[src/rtl/pwb_pkg.sv]
package pwb_pkg;
  typedef struct packed {
    logic push;
    logic pop;
    logic issueRead;
    logic capture;
  } pwbCtl_t;

  typedef enum logic [1:0] {RD_IDLE, RD_BUS, RD_DONE} rdState_t;
endpackage

[src/rtl/pwb_datapath.sv]
module pwb_datapath import pwb_pkg::*; #(
  parameter int AW    = 16,
  parameter int DW    = 8,
  parameter int DEPTH = 4,
  localparam int PW   = (DEPTH > 1) ? $clog2(DEPTH) : 1,
  localparam int CW   = $clog2(DEPTH + 1)
) (
  input  logic          clk,
  input  logic          rstN,
  input  pwbCtl_t       ctl,
  input  logic [AW-1:0] cpuAddr,
  input  logic [DW-1:0] cpuWdata,
  input  logic [DW-1:0] busRdata,
  output logic [AW-1:0] busAddr,
  output logic [DW-1:0] busWdata,
  output logic          busWe,
  output logic          busRe,
  output logic [DW-1:0] cpuRdata,
  output logic          cpuRvalid,
  output logic [CW-1:0] fillLevel
);
  logic [AW+DW-1:0] slots [DEPTH];
  logic [PW-1:0]    wrPtr, rdPtr;
  logic [AW+DW-1:0] headEntry;

  assign headEntry = slots[rdPtr];

  // One storage register per slot, loaded when the write pointer selects it.
  for (genvar g = 0; g < DEPTH; g++) begin : gSlot
    always_ff @(posedge clk) begin
      if (ctl.push && wrPtr == PW'(g)) slots[g] <= {cpuAddr, cpuWdata};
    end
  end

  always_ff @(posedge clk) begin
    if (!rstN) begin
      wrPtr     <= '0;
      rdPtr     <= '0;
      fillLevel <= '0;
    end else begin
      if (ctl.push) wrPtr <= (wrPtr == PW'(DEPTH - 1)) ? '0 : wrPtr + 1'b1;
      if (ctl.pop)  rdPtr <= (rdPtr == PW'(DEPTH - 1)) ? '0 : rdPtr + 1'b1;
      case ({ctl.push, ctl.pop})
        2'b10:   fillLevel <= fillLevel + 1'b1;
        2'b01:   fillLevel <= fillLevel - 1'b1;
        default: fillLevel <= fillLevel;
      endcase
    end
  end

  // Bus-side and return registers.
  always_ff @(posedge clk) begin
    if (!rstN) begin
      busAddr   <= '0;
      busWdata  <= '0;
      busWe     <= 1'b0;
      busRe     <= 1'b0;
      cpuRdata  <= '0;
      cpuRvalid <= 1'b0;
    end else begin
      busWe     <= ctl.pop;
      busRe     <= ctl.issueRead;
      cpuRvalid <= ctl.capture;
      if (ctl.pop) begin
        busAddr  <= headEntry[AW+DW-1:DW];
        busWdata <= headEntry[DW-1:0];
      end else if (ctl.issueRead) begin
        busAddr <= cpuAddr;
      end
      if (ctl.capture) cpuRdata <= busRdata;
    end
  end
endmodule

[src/rtl/pwb_control.sv]
module pwb_control import pwb_pkg::*; #(
  parameter int DEPTH = 4,
  localparam int CW   = $clog2(DEPTH + 1)
) (
  input  logic          clk,
  input  logic          rstN,
  input  logic          cpuReq,
  input  logic          cpuWrite,
  input  logic          winStart,
  input  logic [CW-1:0] fillLevel,
  output logic          cpuReady,
  output logic          bufEmpty,
  output pwbCtl_t       ctl
);
  rdState_t rdState;
  logic     bufFull;

  assign bufEmpty = (fillLevel == '0);
  assign bufFull  = (fillLevel == CW'(DEPTH));

  always_comb begin
    ctl.push      = cpuReq && cpuWrite && !bufFull;
    ctl.pop       = winStart && !bufEmpty;
    ctl.issueRead = winStart && bufEmpty && (rdState == RD_IDLE) && cpuReq && !cpuWrite;
    ctl.capture   = (rdState == RD_BUS);
    cpuReady      = cpuWrite ? !bufFull : (rdState == RD_DONE);
  end

  always_ff @(posedge clk) begin
    if (!rstN) begin
      rdState <= RD_IDLE;
    end else begin
      unique case (rdState)
        RD_IDLE: if (ctl.issueRead) rdState <= RD_BUS;
        RD_BUS:  rdState <= RD_DONE;
        RD_DONE: rdState <= RD_IDLE;
        default: rdState <= RD_IDLE;
      endcase
    end
  end
endmodule

[src/rtl/pwb_top.sv]
module pwb_top import pwb_pkg::*; #(
  parameter int AW    = 16,
  parameter int DW    = 8,
  parameter int DEPTH = 4
) (
  input  logic          clk,
  input  logic          rstN,
  input  logic          cpuReq,
  input  logic          cpuWrite,
  input  logic [AW-1:0] cpuAddr,
  input  logic [DW-1:0] cpuWdata,
  output logic          cpuReady,
  output logic [DW-1:0] cpuRdata,
  output logic          cpuRvalid,
  input  logic          winStart,
  output logic [AW-1:0] busAddr,
  output logic [DW-1:0] busWdata,
  output logic          busWe,
  output logic          busRe,
  input  logic [DW-1:0] busRdata,
  output logic          bufEmpty
);
  localparam int CW = $clog2(DEPTH + 1);

  pwbCtl_t       ctl;
  logic [CW-1:0] fillLevel;

  pwb_control #(.DEPTH(DEPTH)) uCtl (
    .clk(clk), .rstN(rstN), .cpuReq(cpuReq), .cpuWrite(cpuWrite),
    .winStart(winStart), .fillLevel(fillLevel), .cpuReady(cpuReady),
    .bufEmpty(bufEmpty), .ctl(ctl)
  );

  pwb_datapath #(.AW(AW), .DW(DW), .DEPTH(DEPTH)) uDp (
    .clk(clk), .rstN(rstN), .ctl(ctl), .cpuAddr(cpuAddr), .cpuWdata(cpuWdata),
    .busRdata(busRdata), .busAddr(busAddr), .busWdata(busWdata), .busWe(busWe),
    .busRe(busRe), .cpuRdata(cpuRdata), .cpuRvalid(cpuRvalid), .fillLevel(fillLevel)
  );
endmodule

[config.mk]
export PLATFORM = sky130hd
export DESIGN_NAME = pwb_top
export DESIGN_NICKNAME = d
export VERILOG_FILES = /design/src/rtl/pwb_pkg.sv /design/src/rtl/pwb_datapath.sv /design/src/rtl/pwb_control.sv /design/src/rtl/pwb_top.sv
export SDC_FILE = /design/constraint.sdc
export NUM_CORES = 1
export LEC_CHECK = 0
export BUFFER_PORTS_ARGS = -buffer_cell sky130_fd_sc_hd__buf_2
export CAP_MARGIN = 30
export CORE_MARGIN = 2
export CORE_UTILIZATION = 39
export CTS_CLUSTER_DIAMETER = 60
export DETAILED_ROUTE_END_ITERATION = 10
export PLACE_DENSITY = 0.67
export SKIP_CTS_REPAIR_TIMING = 1
export SYNTH_ARGS = -nofsm -noshare
export SYNTH_HDL_FRONTEND = slang
export SYNTH_HIERARCHICAL = 1
export SYNTH_SLANG_ARGS = --single-unit
[constraint.sdc]
create_clock -name clk -period 3.34 [get_ports clk]
set_input_delay 0.501 -clock clk [delete_from_list [all_inputs] [get_ports clk]]
set_output_delay 0.501 -clock clk [all_outputs]
set_load 0.01 [all_outputs]
* After elaboration in Yosys (flattened, before gate mapping)
Memories as Yosys holds them, arrays and structs flattened. A register that Yosys moved wholly into a read port is not among the register bits. Index checks and enable logic that the tools add are counted.
Operators by class: add/subtract/negate cells 4, equality and inequality tests 10, muxes and demuxes 27, reduce and logical (&&, ||, !) cells 22
Operators by type and width (count):
- 24-bit 2-to-1 mux | 3
- 24-bit OR reduction | 3
- 16-bit 2-to-1 mux | 2
- 2-bit 2-to-1 mux | 8
- 1-bit 2-to-1 mux | 12
- 1-bit logical AND | 11
- 2-bit == test (second input constant) | 5
- 2-bit by 1-bit == test with 1-bit output (second input constant) | 3
- 3-bit case mux with 2 select lines | 1
- 2-bit by 1-bit adder with 2-bit output (second input constant) | 2
- 2-bit logical NOT | 2
- 2-bit case mux with 2 select lines | 1
- 2-bit nonzero test | 2
- 3-bit by 1-bit adder with 3-bit output (second input constant) | 1
- 3-bit == test (second input constant) | 1
- 1-bit logical NOT | 3
- 3-bit logical NOT | 1
- 3-bit by 1-bit subtractor with 3-bit output (second input constant) | 1
- 2-bit by 1-bit != test with 1-bit output (second input constant) | 1
Storage, ports and cells: bits in registers 44, RAM bits 96, input bits 37, output and inout bits 37, memories kept 1
Memories:
- uDp.slots | depth 4, width 24, rd ports 1, clocked after memory_dff 1, write ports 1, line pwb_datapath.sv:22 | logic [AW+DW-1:0] slots [DEPTH];

* Longest topological paths before layout
Gate-level depths: netlist (run 1).
depth after elaboration 10, gate-level depth with buffers 8, gate-level depth less buffers 8

* Modules after synthesis
The synthesis (run 1) kept the hierarchy.
By module, submodules not included:
- pwb_datapath | instances 1, cells each 325, area each 5402.7 um^2
- pwb_control | instances 1, cells each 14, area each 127.6 um^2

* Worst setup path after synthesis (run 1)
No wires, ideal clock.
path type register -> register, start point reg uDp.fillLevel[1], end point reg uDp.fillLevel[2], arrival 2.022 ns, required time 3.264 ns, setup slack 1.242 ns, cell stages (with the launch flop) 8, clock period less this slack 2.098 ns, path through dfxtp_1 nor3_2 nor2b_1 ha_1 fa_1 xnor2_1 or3_1 a21boi_0
RTL lines:
- start, declared | line pwb_datapath.sv:20 | output logic [CW-1:0] fillLevel
- start signal, assigned | line pwb_datapath.sv:44 | 2'b10: fillLevel <= fillLevel + 1'b1;
- start signal, assigned | line pwb_datapath.sv:45 | 2'b01: fillLevel <= fillLevel - 1'b1;
- start signal, assigned | line pwb_datapath.sv:46 | default: fillLevel <= fillLevel;

==> results.md, run 1 <==
* Outcome: finished clean
* NetSw at 1.21 mW
* CP Cell Sequence: nor3_2, nor2b_1, nand3_2, o22a_2, o21ai_0
* Initial antenna violation count at 0
* Leakage at 2.33 nW
* Worst hold margin at 0.306 ns
* Layout cells sized above 1 at 0.285
* Sink Count at 142
* Synthesized area per cell at 16.3 µm²
* Nets at about 460
* Vias/cell at 4.96
* Port bufs at 73
* Area growth from synthesis to layout at 19.9%
* Final ANT Viol Nets at 0
* Die W at 123 µm
* Crit path max fanout at 24
* Largest net degree at the start of global routing at 32
* I/O pin count at 74
* Yosys warns at 6
* CP bufs+invs at 0
* CP Capture Type: flop
* DR WL/cell at 17.0 µm
* Antenna cells at 0
* Most used routing layer: met2
* Fin cells at 612
* #FFs+latches synth at 142
* CTS Buffer Depth at 2
* CP delay by family, top: simple AND/OR/NAND/NOR gates
* Die ar. at 15100 µm²
* Rel. slew slack at 0.370
* Yosys cell types at 38
* Global placer's final weighted congestion at approximately 0.70
* DRC errors left at 0
* Grt total ovfl at 0
* Syn nets at 383
* Peak VDD IR at 0.000425 V
* Placed Instances at 580
* Crit path DAT at 2.78 ns
* Switch share at 0.249
* Die Y at 123 µm
* Clk_skew at just over 0.007 ns
* Final setup TNS at 0 ns
* Mapped Cells at around 340
* HP Class: input pin to flop
* Tcrit/Tclk final at 0.733
* Setup ws final at between 0.8 and 0.9 ns
* Routed wire length at 10400 µm
* Synth Cell Area at 5530 µm²
* WP data required at 3.67 ns
* Clock Pin Slew Worst Setup and Hold Paths at 0.06 ns
* CP Launch Type: flop
* First drt pass iteration count at 4
* First-pass GRT wire length at 16100 µm
* Core Rows at 43
* Sequential fraction of the synthesis area at 0.688
* Final setup violation count at 0
* Final Hold Fails at 0
* CORE AREA at 13900 µm²
* Worst skew pair latency at 0.41 ns
* Worst path max stage delay at about 0.74 ns
* Met2 usage at 0.239
* WS Path Type: flop to flop
* Final Max Slew Viols at 0
* Max-capacitance violation count at 0
* Worst slew pin tran at 0.943 ns
* H-tree lvl count at 4
* GRT Total Usage at 0.146
* Met3 Use GR at 0.0470
* Int Power at 3.66 mW
* Slowest cell on the critical path: nand3_2
* DR vias at 3034
* Tmin final at 2.45 ns
* Final total power at just under 5 mW
* Clk root buf: clkbuf_16
* Fmax at 0.408 GHz
* CTS tree: yes
* Combinational cell fraction of total power at 0.158
* Share of power burned in registers at 0.442
* RSZ-0062 raised after global routing: false
* Pre-CTS setup slack at 0.762 ns
* DR iter-0 viols at 182
* Pwr/cell area at about 740 nW/µm²
* Initial Utilization at 0.398
* Total CTS buffers at 17
* Vias in the first global route at 3044
* Clock share of power at 0.400
* Met1 usage at 0.181
* DP Wirelength at 6280 µm
[metrics by stage]
step,area (µm²),utilization
5_1_grt,6630,0.478
3_3_place_gp,6010,0.433
6_report,6630,0.478
3_5_place_dp,6010,0.433
2_1_floorplan,5530,-
4_1_cts,6630,0.478
[state kept, by name, summed over array words and instances (netlist names), named ones only]
register / count
uDp/slots: 96
uDp/busAddr: 16
uDp/busWdata: 8
uDp/cpuRdata: 8
uDp/fillLevel: 3
uCtl/rdState: 2
uDp/rdPtr: 2
uDp/wrPtr: 2
uDp/busRe: 1
uDp/busWe: 1
uDp/cpuRvalid: 1
[placed cells by master (no fill, tap or decap), types with 4 or more instances in the layout]
master,instances
o22a_1,11
clkbuf_16,17
nor2b_1,14
edfxtp_1,96
buf_2,73
dfxtp_1,45
buf_4,6
o21ai_1,9
and2_1,9
mux2i_1,75
clkinv_4,5
bufinv_16,4
ha_1,6
nand3b_1,8
o21ai_0,5
o22a_2,5
o221ai_1,7
[cell usage after synthesis]
| master | n | area share |
|---|---|---|
| a21boi_0 | 1 | 0.0014 |
| a21o_1 | 1 | 0.0014 |
| and2_1 | 9 | 0.010 |
| and2b_2 | 1 | 0.0016 |
| and3_1 | 2 | 0.0023 |
| and4_1 | 1 | 0.0016 |
| buf_12 | 2 | 0.0072 |
| buf_2 | 2 | 0.0018 |
| buf_4 | 4 | 0.0054 |
| buf_6 | 7 | 0.014 |
| clkbuf_1 | 2 | 0.0014 |
| clkbuf_2 | 2 | 0.0018 |
| dfxtp_1 | 46 | 0.17 |
| edfxtp_1 | 96 | 0.52 |
| fa_1 | 1 | 0.0036 |
| ha_1 | 6 | 0.014 |
| inv_1 | 3 | 0.0020 |
| mux2i_1 | 75 | 0.14 |
| nand2b_1 | 1 | 0.0011 |
| nand3_2 | 1 | 0.0018 |
| nand3b_1 | 8 | 0.011 |
| nand3b_4 | 1 | 0.0036 |
| nor2_1 | 1 | 0.00068 |
| nor2b_1 | 14 | 0.016 |
| nor3_1 | 1 | 0.00090 |
| nor3_2 | 1 | 0.0018 |
| nor3b_1 | 3 | 0.0041 |
| o21a_1 | 2 | 0.0027 |
| o21ai_0 | 5 | 0.0045 |
| o21ai_1 | 9 | 0.0081 |
| o21ai_2 | 3 | 0.0048 |
| o221ai_1 | 7 | 0.011 |
| o221ai_2 | 1 | 0.0027 |
| o22a_1 | 11 | 0.017 |
| o22a_2 | 5 | 0.0091 |
| or3_1 | 1 | 0.0011 |
| or3b_1 | 1 | 0.0016 |
| xnor2_1 | 2 | 0.0032 |
[final timing paths]
kind,end,depth (start not counted),slack (ns),start
worst max-delay path,uDp/busAddr[8],5,0.89,uDp/fillLevel[0]
worst min-delay path,uDp/slots[3][0],1,0.31,cpuWdata[0]
worst max register to register,uDp/busAddr[8],5,0.89,uDp/fillLevel[0]
worst min register to register,uDp/busWdata[6],2,0.50,uDp/busWdata[6]
[cell families (layout without fill, tap and decap cells)]
logic type	count (synthesis)	count (layout)	share of synthesized area
flip-flops	142	142	0.688
AND/OR/NAND/NOR	46	46	0.0590
buffers and inverters	22	115	0.0339
multiplexers	75	75	0.136
adder cells (fa/ha/maj)	7	7	0.0172
XOR/XNOR	2	2	0.00317
AO/OA/AOI/OAI	45	45	0.0631
[area by class of cell]
| class | instances | area, µm² |
|---|---|---|
| clock buffers | 19 | 433 |
| inverters | 3 | 11.3 |
| multi-input cells | 175 | 1540 |
| fillers | 1199 | 7250 |
| clock inverters | 13 | 189 |
| flip-flops and latches | 142 | 3800 |
| repair buffers | 80 | 430 |
| well taps | 180 | 225 |
[power groups by stage]
stage          combinational [mW]  clock [mW]  sequential, mW
2_1_floorplan               0.519           0            2.21
3_3_place_gp                0.763           0            2.18
3_5_place_dp                0.779           0            2.19
4_1_cts                     0.780        1.99            2.16
5_1_grt                     0.846        2.08            2.17
6_report                    0.769        1.95            2.15
[routing by layer]
| layer | routed length [µm] | share of wire | vias to the layer above |
|---|---|---|---|
| met5 | 0 | 0 | - |
| met4 | 133 | 0.013 | 0 |
| met3 | 399 | 0.038 | 11 |
| met2 | 5240 | 0.50 | 54 |
| met1 | 4640 | 0.45 | 1515 |
| li1 | - | - | 1454 |
[worst reg2reg max path, cell delays in order (launching register included)]
cell	delay, ns
dfxtp_1	0.43
nor3_2	0.09
nor2b_1	0.61
nand3_2	0.74
o22a_2	0.43
o21ai_0	0.07
(Power assumes the default switching activity.)
==> run 2: changes to the inputs <==
- PLACE_DENSITY: 0.67 -> 0.69
- clock period: 3.34 -> 2.2 ns (I/O delays scaled with it)
==> results.md, run 2 (synthesized netlist as in run 1, its figures left out) <==
* Outcome: finished clean
* CP Cell Sequence: or3b_1, and3_1, inv_1, ha_1, fa_1, xnor2_1, or3_1, a21boi_1
* Peak VDD IR at slightly above 0.0007 V
* Worst slew pin tran at 0.434 ns
* Vias/cell at 4.95
* Antenna cells at 0
* Sink Count at 142
* Global placer's final weighted congestion at 0.786
* First-pass GRT wire length at 16500 µm
* Filler cells at approximately 1.2k
* CP Capture Type: flop
* Clock Pin Slew Worst Setup and Hold Paths at around 0.060 ns
* DR iter-0 viols at about 140
* Die ar. at 15100 µm²
* Final setup TNS at 0 ns
* Leakage at ~2.4 nW
* Final Hold Fails at 0
* Final setup violation count at 0
* GRT Total Usage at 0.149
* Worst skew pair latency at between 0.4 and 0.5 ns
* CP Launch Type: flop
* Worst path max stage delay at 0.39 ns
* Tcrit/Tclk final at 0.922
* Slowest cell on the critical path: or3b_1
* Area growth from synthesis to layout at 22.4%
* Total CTS buffers at 17
* Placed Instances at 590
* Fmax at about 0.5 GHz
* Max-capacitance violation count at 0
* Grt total ovfl at 0
* CTS tree: yes
* Largest net degree at the start of global routing at 41
* I/O pin count at 74
* HP Class: input pin to flop
* Clk_skew at slightly below 0.008 ns
* Rel. slew slack at 0.710
* Most common cell after layout, fill and taps aside: edfxtp_1
* Pwr/cell area at between 1000 and 1500 nW/µm²
* WS Path Type: flop to flop
* Vias in the first global route at 3130
* DR vias at approximately 3.1k
* Max FFs per register at 96
* Area occupied by multi-input gates at 1540 µm²
* DRC errors left at 0
* First drt pass iteration count at 4
* CORE AREA at 13900 µm²
* Top reg by flops: uDp/slots
* Final ANT Viol Nets at 0
* DP Wirelength at between 6000 and 7000 µm
* Final Max Slew Viols at 0
* Die W at roughly 120 µm
* Crit path DAT at 2.38 ns
* CTS Buffer Depth at 2
* Core Rows at 43
* Most frequent cells in the layout: edfxtp_1 (96), mux2i_1 (75), buf_2 (73)
* Initial Utilization at 0.398
* Final total power at ~7.7 mW
* RSZ-0062 raised after global routing: false
* Fin cells at 622
* Layout cells sized above 1 at 0.312
* Worst hold start: cpuWdata[0]
* Tmin final at 2.03 ns
* Reg2reg start: uDp/fillLevel[2]
* Largest regs: uDp/slots (96), uDp/busAddr (16)
* Clk root buf: clkbuf_16
* Storage cell area at 3810 µm²
* CP startpoint: uDp/fillLevel[2]
* Nets at between 400 and 500
* Port bufs at 73
* H-tree lvl count at 4
* Routed wire length at 10600 µm
* DR WL/cell at 17.1 µm
* Crit path max fanout at 4
* WP data required at ~2.6 ns
* Die Y at approximately 120 µm
* Initial antenna violation count at 0
## run 2: critical path: cells and delay by family (launching register included)
| family | cells | cell delay, ns |
|---|---|---|
| AND/OR/NAND/NOR | 3 | 0.91 |
| adder cells (fa/ha/maj) | 2 | 0.40 |
| flip-flops | 1 | 0.37 |
| AO/OA/AOI/OAI | 1 | 0.13 |
| buffers and inverters | 1 | 0.08 |
| XOR/XNOR | 1 | 0.08 |
## run 2: power breakdown
group          switching [mW]  internal, mW
clock network            1.11          2.07
logic                   0.638         0.577
registers               0.145          3.11
total                    1.90          5.76
## run 2: layout make-up
cell class	instances	share of cell area
Clock inverter	14	0.0340
Multi-Input combinational cell	175	0.227
Timing Repair Buffer	90	0.0765
Clock buffer	18	0.0649
Tap cell	180	0.0333
Inverter	3	0.00166
Sequential cell	142	0.562
## run 2: worst paths after layout
check,to,slack (ns),depth (start not counted)
setup reg to reg,uDp/fillLevel[2],0.17,8
setup / recovery,uDp/fillLevel[2],0.17,8
hold / removal,uDp/slots[0][0],0.12,1
hold reg to reg,uDp/busWdata[5],0.50,2
## run 2: per-layer routing
metal	GRT usage	wire, µm	part of all wire
met5	0	0	0
met4	0.0696	163	0.015
met3	0.0415	430	0.040
met2	0.247	5340	0.50
met1	0.180	4690	0.44
## run 2: metrics by stage
stage	utilization	worst slack (ns)	hold slack (ns)	area [µm²]
after floorplan	-	0.102	0.429	5530
after global placement	0.439	0.157	0.474	6100
after detailed placement	0.439	0.102	0.472	6100
after CTS	0.488	0.0803	0.109	6770
after global routing	0.488	0.0181	0.120	6770
final	0.488	0.171	0.123	6770
